===== src/rtl/step_seq_pkg.sv =====
package step_seq_pkg;
  localparam int IDX_W = 2;
  typedef logic [3:0] coil_t;

  // full-step drive table, two coils on per entry
  function automatic coil_t pattern_of(input logic [IDX_W-1:0] idx);
    case (idx)
      2'd0:    return 4'b1010;
      2'd1:    return 4'b1001;
      2'd2:    return 4'b0101;
      default: return 4'b0110;
    endcase
  endfunction

  // next table index; wraps naturally in IDX_W bits
  function automatic logic [IDX_W-1:0] idx_next(input logic [IDX_W-1:0] idx,
                                                input logic rev);
    return rev ? idx - 1'b1 : idx + 1'b1;
  endfunction
endpackage


===== src/rtl/step_rate_timer.sv =====
module step_rate_timer #(
  parameter int RATE_W = 8
) (
  input  logic              clk,
  input  logic              rst,
  input  logic              run_i,
  input  logic [RATE_W-1:0] fine_set_i,
  input  logic [RATE_W-1:0] coarse_set_i,
  output logic              step_o
);
  logic [RATE_W-1:0] fine_cnt, coarse_cnt, fine_q, coarse_q;
  logic fine_done, coarse_done;

  assign fine_done   = (fine_cnt == '0);
  assign coarse_done = (coarse_cnt == '0);
  assign step_o      = run_i && fine_done && coarse_done;

  always_ff @(posedge clk) begin
    if (rst) begin
      fine_cnt   <= fine_set_i;
      coarse_cnt <= coarse_set_i;
      fine_q     <= fine_set_i;
      coarse_q   <= coarse_set_i;
    end else if (!run_i) begin
      fine_cnt   <= fine_q;
      coarse_cnt <= coarse_q;
    end else if (step_o) begin
      fine_cnt   <= fine_set_i;
      coarse_cnt <= coarse_set_i;
      fine_q     <= fine_set_i;
      coarse_q   <= coarse_set_i;
    end else if (fine_done) begin
      fine_cnt   <= fine_q;
      coarse_cnt <= coarse_cnt - 1'b1;
    end else begin
      fine_cnt   <= fine_cnt - 1'b1;
    end
  end


  no_double_step_chk: assert property (@(posedge clk) disable iff (rst)
    (step_o && (fine_set_i != '0 || coarse_set_i != '0)) |=> !step_o);
endmodule


===== src/rtl/step_pattern_walker.sv =====
module step_pattern_walker
  import step_seq_pkg::*;
(
  input  logic  clk,
  input  logic  rst,
  input  logic  adv_i,
  input  logic  rev_i,
  output coil_t coil_o,
  output logic  strobe_o
);
  logic [IDX_W-1:0] idx_q;

  always_ff @(posedge clk) begin
    if (rst) begin
      idx_q    <= '0;
      strobe_o <= 1'b0;
    end else begin
      strobe_o <= adv_i;
      if (adv_i) idx_q <= idx_next(idx_q, rev_i);
    end
  end

  assign coil_o = pattern_of(idx_q);


  strobe_moves_chk: assert property (@(posedge clk) disable iff (rst)
    adv_i |=> (strobe_o && coil_o != $past(coil_o)));

  two_coils_chk: assert property (@(posedge clk) disable iff (rst)
    $countones(coil_o) == 2);
endmodule


===== src/rtl/step_seq_top.sv =====
module step_seq_top #(
  parameter int RATE_W = 8
) (
  input  logic              clk,
  input  logic              rst,
  input  logic              run_en,
  input  logic              dir_rev,
  input  logic              estop,
  input  logic [RATE_W-1:0] fine_set,
  input  logic [RATE_W-1:0] coarse_set,
  output logic [3:0]        coil,
  output logic              step_pulse
);
  logic run_ok;
  logic step_fire;

  assign run_ok = run_en && !estop;

  step_rate_timer #(.RATE_W(RATE_W)) u_timer (
    .clk          (clk),
    .rst          (rst),
    .run_i        (run_ok),
    .fine_set_i   (fine_set),
    .coarse_set_i (coarse_set),
    .step_o       (step_fire)
  );

  step_pattern_walker u_walk (
    .clk      (clk),
    .rst      (rst),
    .adv_i    (step_fire),
    .rev_i    (dir_rev),
    .coil_o   (coil),
    .strobe_o (step_pulse)
  );


  hold_on_disable_chk: assert property (@(posedge clk) disable iff (rst)
    !run_en |=> (!step_pulse && $stable(coil)));

  estop_wins_chk: assert property (@(posedge clk) disable iff (rst)
    estop |-> !step_fire);
endmodule


===== config.mk =====
export PLATFORM = sky130hd
export DESIGN_NAME = step_seq_top
export DESIGN_NICKNAME = d
export VERILOG_FILES = /design/src/rtl/step_seq_pkg.sv /design/src/rtl/step_rate_timer.sv /design/src/rtl/step_pattern_walker.sv /design/src/rtl/step_seq_top.sv
export SDC_FILE = /design/constraint.sdc
export NUM_CORES = 1
export LEC_CHECK = 0
export BUFFER_PORTS_ARGS = -buffer_cell sky130_fd_sc_hd__clkbuf_2
export CORE_MARGIN = 2
export CORE_UTILIZATION = 45
export DETAILED_ROUTE_END_ITERATION = 10
export GPL_ROUTABILITY_DRIVEN = 0
export SLEW_MARGIN = 15
export SYNTH_ARGS = -nofsm -noshare
export SYNTH_HDL_FRONTEND = slang
export SYNTH_HIERARCHICAL = 1
export SYNTH_SLANG_ARGS = --single-unit

===== constraint.sdc =====
create_clock -name clk -period 2.95 [get_ports clk]
set_input_delay 0.885 -clock clk [delete_from_list [all_inputs] [get_ports clk]]
set_output_delay 0.885 -clock clk [all_outputs]
set_load 0.01 [all_outputs]

Word-level counts from Yosys, hierarchy flattened
Index checks and enable logic that the tools add are counted.
{ "totals": {"reg_bits": 35, "input_bits": 21, "elab_cells": 39} }
{ "classes": {"addsub": 4, "eq_ne": 3, "n_mux": 16, "n_reduce_logical": 10} }
{ "ops": {"columns": ["cell", "n"], "rows": [
  ["8-bit 2-to-1 mux", 14],
  ["8-bit zero test", 2],
  ["8-bit by 1-bit subtractor with 8-bit output (second input constant)", 2],
  ["4-bit one-hot mux with 3 select lines", 1],
  ["4-bit by 3-bit != test with 1-bit output (second input constant)", 1],
  ["2-bit nonzero test", 2],
  ["1-bit logical AND", 3],
  ["2-bit by 1-bit adder with 2-bit output (second input constant)", 1],
  ["2-bit by 1-bit == test with 1-bit output (second input constant)", 1],
  ["2-bit == test (second input constant)", 1],
  ["2-bit zero test", 1],
  ["2-bit 2-to-1 mux", 1],
  ["2-bit AND reduction", 1],
  ["2-bit by 1-bit subtractor with 2-bit output (second input constant)", 1],
  ["1-bit zero test", 1]
]} }

Longest topological paths before layout
{ "depth": {"ltp_word": 7, "depth_mapped": 8, "ltp_nobuf": 7} }

By module
The synthesis kept the hierarchy.
{ "modules_own_cells": {"columns": ["mod", "instances", "cells_per_inst", "area_per_inst_um2", "seq_area_each_um2"], "rows": [
  ["step_rate_timer", 1, 171, 1830.5, 880.8],
  ["step_pattern_walker", 1, 18, 177.7, 60.1],
  ["step_seq_top", 1, 1, 13.8, 0.0]
]} }

Worst setup path before layout
Ideal clock, no wire load.
{ "synth_path": {"path_type": "input -> register", "start": "input port run_en", "end": "register u_timer.coarse_q[0] (enable)", "setup_ps": 364, "arrival_ps": 2145, "t_required_ps": 2586, "path_slack_ps": 441, "stages": 7, "path_buffers": 1, "path_cell_list": "nor2b_4 -> buf_2 -> and4bb_2 -> nand4_2 -> inv_2 -> nor2_1 -> inv_1"} }
{ "synth_via": {"elab_chain_cells": 5, "elab_cells_between_ends": 6} }
{ "synth_rtl": {"columns": ["element", "line_no", "text"], "rows": [
  ["from (decl)", "step_seq_top.sv:6", "input logic run_en,"],
  ["1-bit logical AND *", "step_seq_top.sv:17", "assign run_ok = run_en && !estop;"],
  ["1-bit logical AND (2 in a row)", "step_rate_timer.sv:16", "assign step_o = run_i && fine_done && coarse_done;"],
  ["2-bit nonzero test (no line)", null, null],
  ["2-bit AND reduction (no line) *", null, null],
  ["to (signal assigned)", "step_rate_timer.sv:23", "coarse_q <= coarse_set_i;"],
  ["to (signal assigned)", "step_rate_timer.sv:31", "coarse_q <= coarse_set_i;"],
  ["to (decl)", "step_rate_timer.sv:11", "logic [RATE_W-1:0] fine_cnt, coarse_cnt, fine_q, coarse_q;"]
]} }
Mark *: on every way between the ends. The rest lies on a longest branch, timed or not.
A chain may end at the register's enable or synchronous reset.

Worst setup path after layout
{ "layout_path": {"start": "input port run_en", "end": "register u_timer.coarse_q[1] (enable)"} }
{ "layout_via": {"elab_chain_cells": 5, "elab_cells_between_ends": 6} }
{ "layout_rtl": {"columns": ["element", "line_no", "text"], "rows": [
  ["1-bit logical AND", "step_seq_top.sv:17", null],
  ["named net run_ok", "step_seq_top.sv:14", "logic run_ok;"],
  ["1-bit logical AND (2 in a row)", "step_rate_timer.sv:16", null],
  ["named net step_fire", "step_seq_top.sv:15", "logic step_fire;"],
  ["2-bit nonzero test (no line)", null, null],
  ["2-bit AND reduction (no line)", null, null]
]} }
The timed path passes the listed nets, and every way through them passes these cells.

==> qor.yml <==
status:
  status: "finished clean"
power:
  power_density_nw_per_um2: 484.9
  p_leak_nw: 0.8842
  irDropWorstVdd_v: 0.0002170
  total_power_mw: 1.113
placement:
  dp.cells: 263
  port_buffers: 25
  dpl.hpwl_um: 3524
clock_network:
  clock_path_buffers: 2
  cts_root_buffer: "clkbuf_8"
  tritoncts: "built"
  clkTransAtPathRegs_ns: 0.06
  clkLatencyLatePin_ns: 0.28
  cts_hold_buf: 0
  numCtsBuffers: 5
  cts.sinks: 35
  cts_setup_buffers: 0
  post_cts_resized: 0
  h-tree-depth: 2
job:
  max_cap_viol_count: 0
worst_setup_path:
  path_class: "input port to flip-flop"
  required_ns: 2.94
  reg2reg_from: "u_timer/fine_cnt[0]"
  worstSetupEndpointType: "flip-flop"
  rrSetupSlack_ns: 0.83
  arrival_ns: 2.38
  r2r_cells: 8
  cp_max_fo: 20
  rr_endpoint: "u_timer/coarse_q[1]"
  start_kind: "input port"
cells_and_area:
  multi_input_area_um2: 974.7
  fillerInstances: 388
  diodes: 0
  layout_commonest_cell: "clkbuf_2"
  layoutNonFillerInstCount: 271
  nets: 246
  drive_above_1_share: 0.2420
  syn_to_final_growth_pct: 13.55
  ff_latch_area_um2: 940.9
  final_util: 0.5273
  final_cell_mix: "25 x clkbuf_2, 24 x edfxtp_1, 15 x inv_1"
floorplanning:
  initial_utilization: 0.4644
  die_area_um2: 5045
  io_pins: 26
  coreArea_um2: 4354
  die_h_um: 71.03
  rows: 24
  fp.dieW_um: 71.03
synth:
  synth_top_area_frac: 0.3564
  ys_ff_latch: 35
  syn_avg_cell_area_um2: 10.64
  synth_area_leaders: "edfxtp_1 36%, dfxtp_1 11%, ha_1 4.3%, o22ai_1 3.1%, inv_1 2.8%"
  synthMuxAreaShare: 0.004950
  synthSimpleGateAreaFrac: 0.1955
  synth_cell_type_count: 59
  synth-edff-count: 24
  synth_compound_area_frac: 0.2123
  syn_nets: 218
  synth_xor_area_frac: 0.02599
  ys_async_sr_fraction: 0
  synth_top_family_by_area: "compound AO/OA/AOI/OAI gates"
  synthAdderAreaFrac: 0.04332
  synthesis.area_um2: 2022
  synth_cells: 190
  ys_seq_area_frac: 0.4653
  yosys.area.top_type: "edfxtp_1"
  yosysWarnings: 6
  synthFlopType: "edfxtp_1"
routing:
  drtPass1Iterations: 4
  drt-total-wl_um: 4851
  wl_per_cell_um: 17.90
  vias: 1667
  drc_errors: 0
  ant_nets: 0
  detail_route.iter0.violations: 79
  viasPerCell: 6.151
sta:
  maxSlewViolCount: 0
  rsz0062_at_grt: "no"
  finalSetupViolations: 0
  post-route-min-period_ns: 2.388
  skew_ns: 0.009259
  tns_ns: 0
  finalHoldViolations: 0
  tightest_slew_ns: 0.6484
  clock.fmax_mhz: 418.8
  fin_crit_sh: 0.8094
  max_slew_margin: 0.5638
grt:
  grt_first_pass_wirelength_um: 7990
  grtUsageTotal: 0.2053
  grt_max_degree: 21
  antenna_found_initial: 0
  grt.overflow.total: 0
  first_global_vias: 1581
worst_hold_path:
  min-delay-start: "u_walk/idx_q[0]"
  hp-class: "flip-flop to flip-flop"
  worstHoldPathCells: 2
  hold_end: "u_walk/idx_q[0]"
## power breakdown
| group | total (mW) | switching, mW | internal [mW] |
|---|---|---|---|
| sequential | 0.619 | 0.0460 | 0.573 |
| combinational | 0.171 | 0.0922 | 0.0787 |
| clock | 0.324 | 0.163 | 0.161 |
## cell families after synthesis
group / Yosys count
AND/OR/NAND/NOR: 61
buffers and inverters: 25
XOR/XNOR: 6
multiplexers: 1
flip-flops: 35
adder cells (fa/ha/maj): 7
AO/OA/AOI/OAI: 55
## flip-flops by register name (all words and copies together) (netlist names)
register / cells
u_walk/idx_q: 2
u_walk/strobe_o: 1
u_timer/fine_cnt: 8
u_timer/coarse_q: 8
u_timer/coarse_cnt: 8
u_timer/fine_q: 8
## synth_stat cells, types with 3 or more instances
cell       n
nor3_1     7
a211oi_1   3
o22ai_1   10
edfxtp_1  24
or3_1      3
xnor2_1    4
nor4_1     7
a22o_1     4
o31ai_1    5
or2_2      3
dfxtp_1   11
a31oi_1    6
and3_1     3
inv_1     15
nor2_1    14
nor2b_1    3
ha_1       7
nand2_1    5
o21ai_1    3
clkbuf_1   6
## worst max-delay path: stages
cell	delay (ns)
clkbuf_2	0.08
nor2b_4	0.39
and4bb_2	0.32
nand4_2	0.12
inv_2	0.16
nor2_1	0.12
inv_1	0.13
buf_12	0.17
## worst max path at each step
| stage | startpoint | endpoint | cells past startpoint |
|---|---|---|---|
| after global routing | estop | u_timer/coarse_cnt[4] | 8 |
| after CTS | estop | u_timer/fine_q[6] | 8 |
| after floorplan | run_en | u_timer/coarse_q[0] | 7 |
| after detailed placement | estop | u_timer/coarse_q[2] | 8 |
| final | run_en | u_timer/coarse_q[1] | 8 |
| after global placement | estop | u_timer/coarse_q[4] | 8 |
## layer usage
layer  share of wire  vias up  global-route usage
met3           0.042       12             0.05128
met1            0.45      815              0.2707
li1                -      799                   -
met5               0        -                   0
met4           0.019        0             0.07757
met2            0.49       41              0.3271
## cell type report
type	count	share of cell area
clock buffer	6	0.03161
tap	52	0.02834
sequential	35	0.4098
clock inverter	2	0.003270
multi-input combinational	130	0.4245
inverter	16	0.02616
timing repair buffer	30	0.07629
## through the flow
step | hold slack, ns | instance area [um2] | setup slack [ns]
final | 0.5669 | 2296 | 0.5623
after global routing | 0.6174 | 2296 | 0.4582
after CTS | 0.5693 | 2296 | 0.5644
after detailed placement | 0.5602 | 2216 | 0.2686
after global placement | 0.5572 | 2216 | 0.3302
after floorplan | 0.5282 | 2022 | 0.4408
(Power assumes the default switching activity.)
